==> config.mk <==
export PLATFORM = sky130hd
export DESIGN_NAME = can_idle_monitor
export DESIGN_NICKNAME = d
export VERILOG_FILES = /design/src/rtl/can_idle_pkg.sv /design/src/rtl/can_free_run.sv /design/src/rtl/can_seq_count.sv /design/src/rtl/can_status_ctl.sv /design/src/rtl/can_idle_monitor.sv
export SDC_FILE = /design/constraint.sdc
export NUM_CORES = 1
export LEC_CHECK = 0
export BUFFER_PORTS_ARGS = -buffer_cell sky130_fd_sc_hd__buf_2
export CAP_MARGIN = 5
export CORE_ASPECT_RATIO = 1.1
export CORE_UTILIZATION = 25
export CTS_CLUSTER_DIAMETER = 150
export DETAILED_ROUTE_END_ITERATION = 6
export PLACE_DENSITY = 0.52
export SETUP_SLACK_MARGIN = 0.2
export SYNTH_ARGS = -nofsm -noshare
export SYNTH_HDL_FRONTEND = slang
export SYNTH_HIERARCHICAL = 1
export SYNTH_SLANG_ARGS = --single-unit
==> constraint.sdc <==
create_clock -name clk_i -period 2.3 [get_ports clk_i]
set_clock_uncertainty 0.15 [all_clocks]
set_input_delay 0.115 -clock clk_i [delete_from_list [all_inputs] [get_ports clk_i]]
set_output_delay 0.115 -clock clk_i [all_outputs]
set_load 0.01 [all_outputs]
==> src/rtl/can_idle_pkg.sv <==
package can_idle_pkg;
  typedef enum logic [1:0] {
    MODE_BOOT_WAIT   = 2'd0,
    MODE_BUSOFF_WAIT = 2'd1,
    MODE_ACTIVE      = 2'd2
  } mon_mode_e;
endpackage

==> src/rtl/can_free_run.sv <==
module can_free_run #(
  parameter int unsigned FREE_BITS = 11
) (
  input  logic clk_i,
  input  logic rst_ni,
  input  logic strobe_i,
  input  logic level_i,
  input  logic clear_i,
  output logic seq_o
);
  localparam int unsigned RW = (FREE_BITS > 1) ? $clog2(FREE_BITS) : 1;
  localparam logic [RW-1:0] LAST = RW'(FREE_BITS - 1);

  logic [RW-1:0] run_q;
  logic          at_last;

  assign at_last = (run_q == LAST);
  assign seq_o   = strobe_i & level_i & at_last;

  always_ff @(posedge clk_i or negedge rst_ni) begin
    if (!rst_ni) begin
      run_q <= '0;
    end else if (clear_i) begin
      run_q <= '0;
    end else if (strobe_i) begin
      // restart after a dominant sample or a completed sequence
      if (!level_i || at_last) run_q <= '0;
      else                     run_q <= run_q + 1'b1;
    end
  end


  run_bound_chk: assert property (@(posedge clk_i) disable iff (!rst_ni)
    run_q <= LAST);

  dominant_clear_chk: assert property (@(posedge clk_i) disable iff (!rst_ni)
    (strobe_i && !level_i) |=> (run_q == '0));

  run_hold_chk: assert property (@(posedge clk_i) disable iff (!rst_ni)
    (!strobe_i && !clear_i) |=> $stable(run_q));
endmodule

==> src/rtl/can_seq_count.sv <==
module can_seq_count #(
  parameter int unsigned SEQS = 128
) (
  input  logic clk_i,
  input  logic rst_ni,
  input  logic clear_i,
  input  logic en_i,
  input  logic seq_i,
  output logic done_o
);
  localparam int unsigned CW = $clog2(SEQS + 1);
  localparam logic [CW-1:0] LAST = CW'(SEQS - 1);

  logic [CW-1:0] cnt_q;

  assign done_o = en_i & seq_i & (cnt_q == LAST);

  always_ff @(posedge clk_i or negedge rst_ni) begin
    if (!rst_ni) begin
      cnt_q <= '0;
    end else if (clear_i) begin
      cnt_q <= '0;
    end else if (en_i && seq_i) begin
      if (cnt_q == LAST) cnt_q <= '0;
      else               cnt_q <= cnt_q + 1'b1;
    end
  end


  cnt_bound_chk: assert property (@(posedge clk_i) disable iff (!rst_ni)
    cnt_q <= LAST);

  cnt_restart_chk: assert property (@(posedge clk_i) disable iff (!rst_ni)
    clear_i |=> (cnt_q == '0));
endmodule

==> src/rtl/can_status_ctl.sv <==
module can_status_ctl
  import can_idle_pkg::*;
(
  input  logic clk_i,
  input  logic rst_ni,
  input  logic bus_off_i,
  input  logic seq_i,
  input  logic done_i,
  input  logic rx_start_i,
  input  logic rx_end_i,
  input  logic tx_start_i,
  input  logic tx_end_i,
  output logic count_en_o,
  output logic rx_o,
  output logic tx_o,
  output logic recovered_o
);
  mon_mode_e mode_q, mode_d;
  logic rx_q, rx_d, tx_q, tx_d, rec_q, rec_d;
  logic rx_take, tx_take, waiting;

  assign waiting    = (mode_q != MODE_ACTIVE);
  assign count_en_o = (mode_q == MODE_BUSOFF_WAIT);
  assign rx_o       = waiting | rx_q;
  assign tx_o       = waiting | tx_q;
  assign recovered_o = rec_q;

  // one frame direction at a time; receive wins a tie
  assign rx_take = rx_start_i & ~tx_q;
  assign tx_take = tx_start_i & ~rx_q & ~rx_take;

  always_comb begin
    mode_d = mode_q;
    rx_d   = rx_q;
    tx_d   = tx_q;
    rec_d  = 1'b0;
    if (bus_off_i) begin
      mode_d = MODE_BUSOFF_WAIT;
      rx_d   = 1'b0;
      tx_d   = 1'b0;
    end else begin
      unique case (mode_q)
        MODE_BOOT_WAIT: begin
          if (seq_i) mode_d = MODE_ACTIVE;
        end
        MODE_BUSOFF_WAIT: begin
          if (done_i) begin
            mode_d = MODE_ACTIVE;
            rec_d  = 1'b1;
          end
        end
        MODE_ACTIVE: begin
          if (rx_take)       rx_d = 1'b1;
          else if (rx_end_i) rx_d = 1'b0;
          if (tx_take)       tx_d = 1'b1;
          else if (tx_end_i) tx_d = 1'b0;
        end
        default: mode_d = MODE_BOOT_WAIT;
      endcase
    end
  end

  always_ff @(posedge clk_i or negedge rst_ni) begin
    if (!rst_ni) begin
      mode_q <= MODE_BOOT_WAIT;
      rx_q   <= 1'b0;
      tx_q   <= 1'b0;
      rec_q  <= 1'b0;
    end else begin
      mode_q <= mode_d;
      rx_q   <= rx_d;
      tx_q   <= tx_d;
      rec_q  <= rec_d;
    end
  end


  busoff_wait_chk: assert property (@(posedge clk_i) disable iff (!rst_ni)
    bus_off_i |=> (rx_o && tx_o && mode_q == MODE_BUSOFF_WAIT));

  one_frame_chk: assert property (@(posedge clk_i) disable iff (!rst_ni)
    (mode_q == MODE_ACTIVE) |-> !(rx_q && tx_q));

  rec_pulse_chk: assert property (@(posedge clk_i) disable iff (!rst_ni)
    recovered_o |=> !recovered_o);

  rec_source_chk: assert property (@(posedge clk_i) disable iff (!rst_ni)
    (mode_q == MODE_BUSOFF_WAIT && !bus_off_i && !done_i) |=> !recovered_o);

  boot_exit_chk: assert property (@(posedge clk_i) disable iff (!rst_ni)
    (mode_q == MODE_BOOT_WAIT && seq_i && !bus_off_i) |=> (!rx_o && !tx_o));

  wait_ignore_chk: assert property (@(posedge clk_i) disable iff (!rst_ni)
    (waiting && !seq_i && !done_i && !bus_off_i) |=> (rx_o && tx_o));
endmodule

==> src/rtl/can_idle_monitor.sv <==
module can_idle_monitor #(
  parameter int unsigned FREE_BITS   = 11,
  parameter int unsigned RESUME_SEQS = 128
) (
  input  logic clk_i,
  input  logic rst_ni,
  input  logic bit_strobe_i,
  input  logic bus_level_i,
  input  logic bus_off_i,
  input  logic rx_start_i,
  input  logic rx_end_i,
  input  logic tx_start_i,
  input  logic tx_end_i,
  output logic rx_status_o,
  output logic tx_status_o,
  output logic recovered_o
);
  logic seq_w, done_w, count_en_w;

  can_free_run #(.FREE_BITS(FREE_BITS)) u_run (
    .clk_i    (clk_i),
    .rst_ni   (rst_ni),
    .strobe_i (bit_strobe_i),
    .level_i  (bus_level_i),
    .clear_i  (bus_off_i),
    .seq_o    (seq_w)
  );

  can_seq_count #(.SEQS(RESUME_SEQS)) u_seq (
    .clk_i   (clk_i),
    .rst_ni  (rst_ni),
    .clear_i (bus_off_i),
    .en_i    (count_en_w),
    .seq_i   (seq_w),
    .done_o  (done_w)
  );

  can_status_ctl u_ctl (
    .clk_i       (clk_i),
    .rst_ni      (rst_ni),
    .bus_off_i   (bus_off_i),
    .seq_i       (seq_w),
    .done_i      (done_w),
    .rx_start_i  (rx_start_i),
    .rx_end_i    (rx_end_i),
    .tx_start_i  (tx_start_i),
    .tx_end_i    (tx_end_i),
    .count_en_o  (count_en_w),
    .rx_o        (rx_status_o),
    .tx_o        (tx_status_o),
    .recovered_o (recovered_o)
  );


  reset_flags_chk: assert property (@(posedge clk_i)
    !rst_ni |-> (rx_status_o && tx_status_o && !recovered_o));
endmodule

==> flow_results.org <==
** Timing
- Setup violations remaining at the end of the flow were counted as 0.
- Of the available clock period, the critical path in the final layout requires 0.844.
- The final hold violation count is 0.
- Rel. slew slack :: 0.744
- Maximum clock frequency :: 0.515 GHz
- Setup slack closes at 0.360 ns.
- At the pin with the least slew margin, the transition time is 0.385 ns.
- Setup total negative slack on the finished layout was measured at 0 ns.
- Final Slew Violations :: 0
- Minimum clock period after layout :: 1.94 ns
- Setup repair after global routing could not meet its margin everywhere.

** Outcome
- Outcome :: complete, no violations

** Power
- Of the total power, registers draw 0.537.
- The share of total power dissipated in combinational logic is 0.070.
- Sw Share :: 0.230
- Share of total power in the clock network :: 0.393
- The internal power of the cells totals 444 uW.
- Net load switching power :: 132 uW
- Dividing total power by cell area gives a power density of 480 nW/um^2.
- VDD IR-drop max :: 0.167 mV
- The analysis attributes to cell leakage a power of 0.475 nW.

** Placed design
- Number of port buffers :: 11
- RD Place Congestion :: 0.802
- After legalization and detailed placement, the total HPWL measured 1350 microns.
- Post-Place Worst Slack :: 0.250 ns

** Finish
- Layout net count :: 133
- In the final layout, the share of cells above drive strength 1 is 0.242.
- Syn-to-layout area delta :: 25.8%
- Number of diodes added for antenna fixing :: 0

** Logic synthesis
- Mapped Nets :: 111
- Netlist area before placement :: 956 sq um
- The commonest cells after synthesis are 17 x dfrtp_1, 9 x nand2_1, 8 x a21oi_1, 7 x inv_1.
- Each instance of the synthesized netlist takes up on average 9.66 sq um.
- Flip-flop cell with the highest count after synthesis :: dfrtp_1
- Synthesis handed over a netlist of 99 instances.
- Fraction of post-synthesis cell area in the top cell type by area :: 0.445
- Sequential fraction of the synthesis area :: 0.445
- During synthesis, Yosys emitted a total of 6 warnings.
- For this run, asynchronously set or reset flops after synthesis account for 1.00.
- Yosys mapped a number of flops with a built-in enable equal to 0.
- Most frequent cell after synthesis :: dfrtp_1
- Number of distinct standard cells referenced by the synthesized netlist :: 35
- After synthesis the netlist holds a flip-flop and latch count of 17.
- Cell taking the most area after synthesis :: dfrtp_1
- Sorting the synthesized cells by area gives the leading types as dfrtp_1 45%, a21oi_1 4.2%, ha_1 3.9%, nand2b_1 3.9%, nand2_1 3.5%.

** Clock tree
- TritonCTS built the clock tree.
- Counting along the longest clock path gives a buffer depth of 2.
- Clock-pin slew on the worst setup and hold paths :: 0.06 ns
- Clock tree synthesis selected as its root buffer the cell clkbuf_8.
- For the worst-skew pair, the clock arrives at the later sink with an insertion delay of 0.26 ns.
- Count of H-tree levels built during CTS :: 1
- Sink Count :: 17
- Clock buffers created by TritonCTS :: 3

** Floorplanning
- Row cnt :: 23
- For this configuration, the core starts out at a cell density of 0.262.
- Height of the die :: 66.9 microns
- Horizontal die dimension :: 61.0 microns
- Number of placed I/O pins :: 12
- The die covers 4080 sq um.
- Placeable core region :: 3650 sq um

** GRT
- The number of global-route vias before repair came to 773.
- Antenna violations before repair :: 0
- The first global-routing pass estimated 3250 microns of wire.
- Pin count of the biggest net entering global routing :: 18
- In the global route stage, overall resource usage came out at 0.112.
- Global routing finished with a remaining overflow of 0.

** Critical path
- Category of the worst setup path launch point :: flip-flop
- Critical Path Fanout Max :: 7
- Type of destination of the critical path :: flip-flop
- The slowest stage of the critical path is the or3_2 cell.
- For the worst setup path, the data arrival time is 1.97 ns.
- For this run, the slowest stage of the critical path takes 0.46 ns.
- The signal on the critical path passes through inv_2, ha_1, nand3b_1, nor2_2, nand2_2, or3_2, a31oi_1.
- Critical path data required time :: 2.33 ns
- Worst Path Class, Setup :: reg2reg

** Min path
- Class of the most critical hold timing path :: in2reg

** Routing
- Average vias per placed instance :: 4.81
- Remaining antenna violation count after routing :: 0
- Overall via count from detail_route :: 817
- TritonRoute pass-1 iters :: 4
- After detailed routing, the total wire length is 1940 microns.
- The detailed router finished its first iteration with 37 violations.
- After detailed routing, the number of remaining DRC violations is 0.
- Average wire per standard cell :: 11.4 microns

** Job
- Max-cap check violation count :: 0
## layer usage
metal,routed length [microns],global-route usage,part of all wire,vias up
met3,47,0.0117,0.024,5
met1,832,0.127,0.43,394
li1,-,-,-,401
met5,0,0,0,-
met4,81,0.102,0.042,0
met2,974,0.180,0.50,17
## power groups by stage
stage	sequential, mW	clock, mW	combinational, mW
2_1_floorplan	0.313	0	0.0151
3_3_place_gp	0.314	0	0.0354
3_5_place_dp	0.315	0	0.0357
4_1_cts	0.309	0.238	0.0397
5_1_grt	0.310	0.247	0.0459
6_report	0.310	0.227	0.0405
## per-stage QoR
stage	util	hold WS, ns	instances	instance area, sq um	power, mW
2_1_floorplan	-	-0.331	99	956	0.328
3_3_place_gp	0.297	-0.0841	161	1080	0.350
3_5_place_dp	0.297	-0.0860	161	1080	0.350
4_1_cts	0.317	0.00719	168	1160	0.587
5_1_grt	0.329	0.0333	170	1200	0.603
6_report	0.329	0.0193	170	1200	0.577
## flip-flops by register name (all words and copies together), names as in the netlist
signal and cells:
u_ctl/mode_q 2, u_run/run_q 4, u_ctl/rx_q 1, u_ctl/recovered_o 1, u_ctl/tx_q 1, u_seq/cnt_q 8
## cell type report
class | instances | area [sq um]
Fill cell | 396 | 2450
Tap cell | 50 | 62.6
Clock buffer | 4 | 45.0
Timing Repair Buffer | 18 | 115
Sequential cell | 17 | 425
Inverter | 7 | 26.3
Multi-Input combinational cell | 74 | 528
## critical path: cells and delay by family, from the launching register on
kind	cells	cell delay, ns
AOI/OAI and AO/OA	1	0.17
DFF	1	0.42
buffers and inverters	1	0.07
and+or+nand+nor	4	0.90
adders and majority gates	1	0.14
## worst paths after layout
check,start,cells past startpoint,slack (ns),endpoint
setup / recovery,u_run/run_q[0],7,0.36,u_seq/cnt_q[3]
hold / removal,bus_level_i,3,0.02,u_run/run_q[0]
setup reg to reg,u_run/run_q[0],7,0.36,u_seq/cnt_q[3]
hold reg to reg,u_ctl/rx_q,2,0.39,u_ctl/rx_q
max in group asynchronous,rst_ni,2,1.56,u_seq/cnt_q[1]
min in group asynchronous,rst_ni,2,0.16,u_seq/cnt_q[3]
## placed cells by master, fill, tap and decap left out, types with 2 or more instances in the layout
master	count
dfrtp_1	17
buf_2	11
nand2_1	9
a21oi_1	8
inv_1	6
nand2b_1	6
nand3_1	5
buf_4	4
clkbuf_8	3
dlygate4sd3_1	3
o21ai_0	3
nand3b_1	3
nor2_1	3
nand4_1	3
or3_1	3
a31oi_1	3
ha_1	3
nor2b_1	2
o211ai_1	2
## cells by family (layout without fill, tap and decap cells)
group           Yosys count  count (layout)  share of synthesized area
buf+inv                   8              29                     0.0314
compound gates           22              22                      0.168
simple gates             47              47                      0.297
mux                       1               1                     0.0105
flops                    17              17                      0.445
fa+ha+maj                 3               3                     0.0393
xor+xnor                  1               1                    0.00916
## timing repair
item,4_1_cts,5_1_grt
buffers inserted,0,2
endpoints found under the hold margin,19,0
hold buffers,3,0
setup endpoints to repair,0,7
gates resized for setup,0,6
No activity file was read; power rests on OpenSTA's default activity.
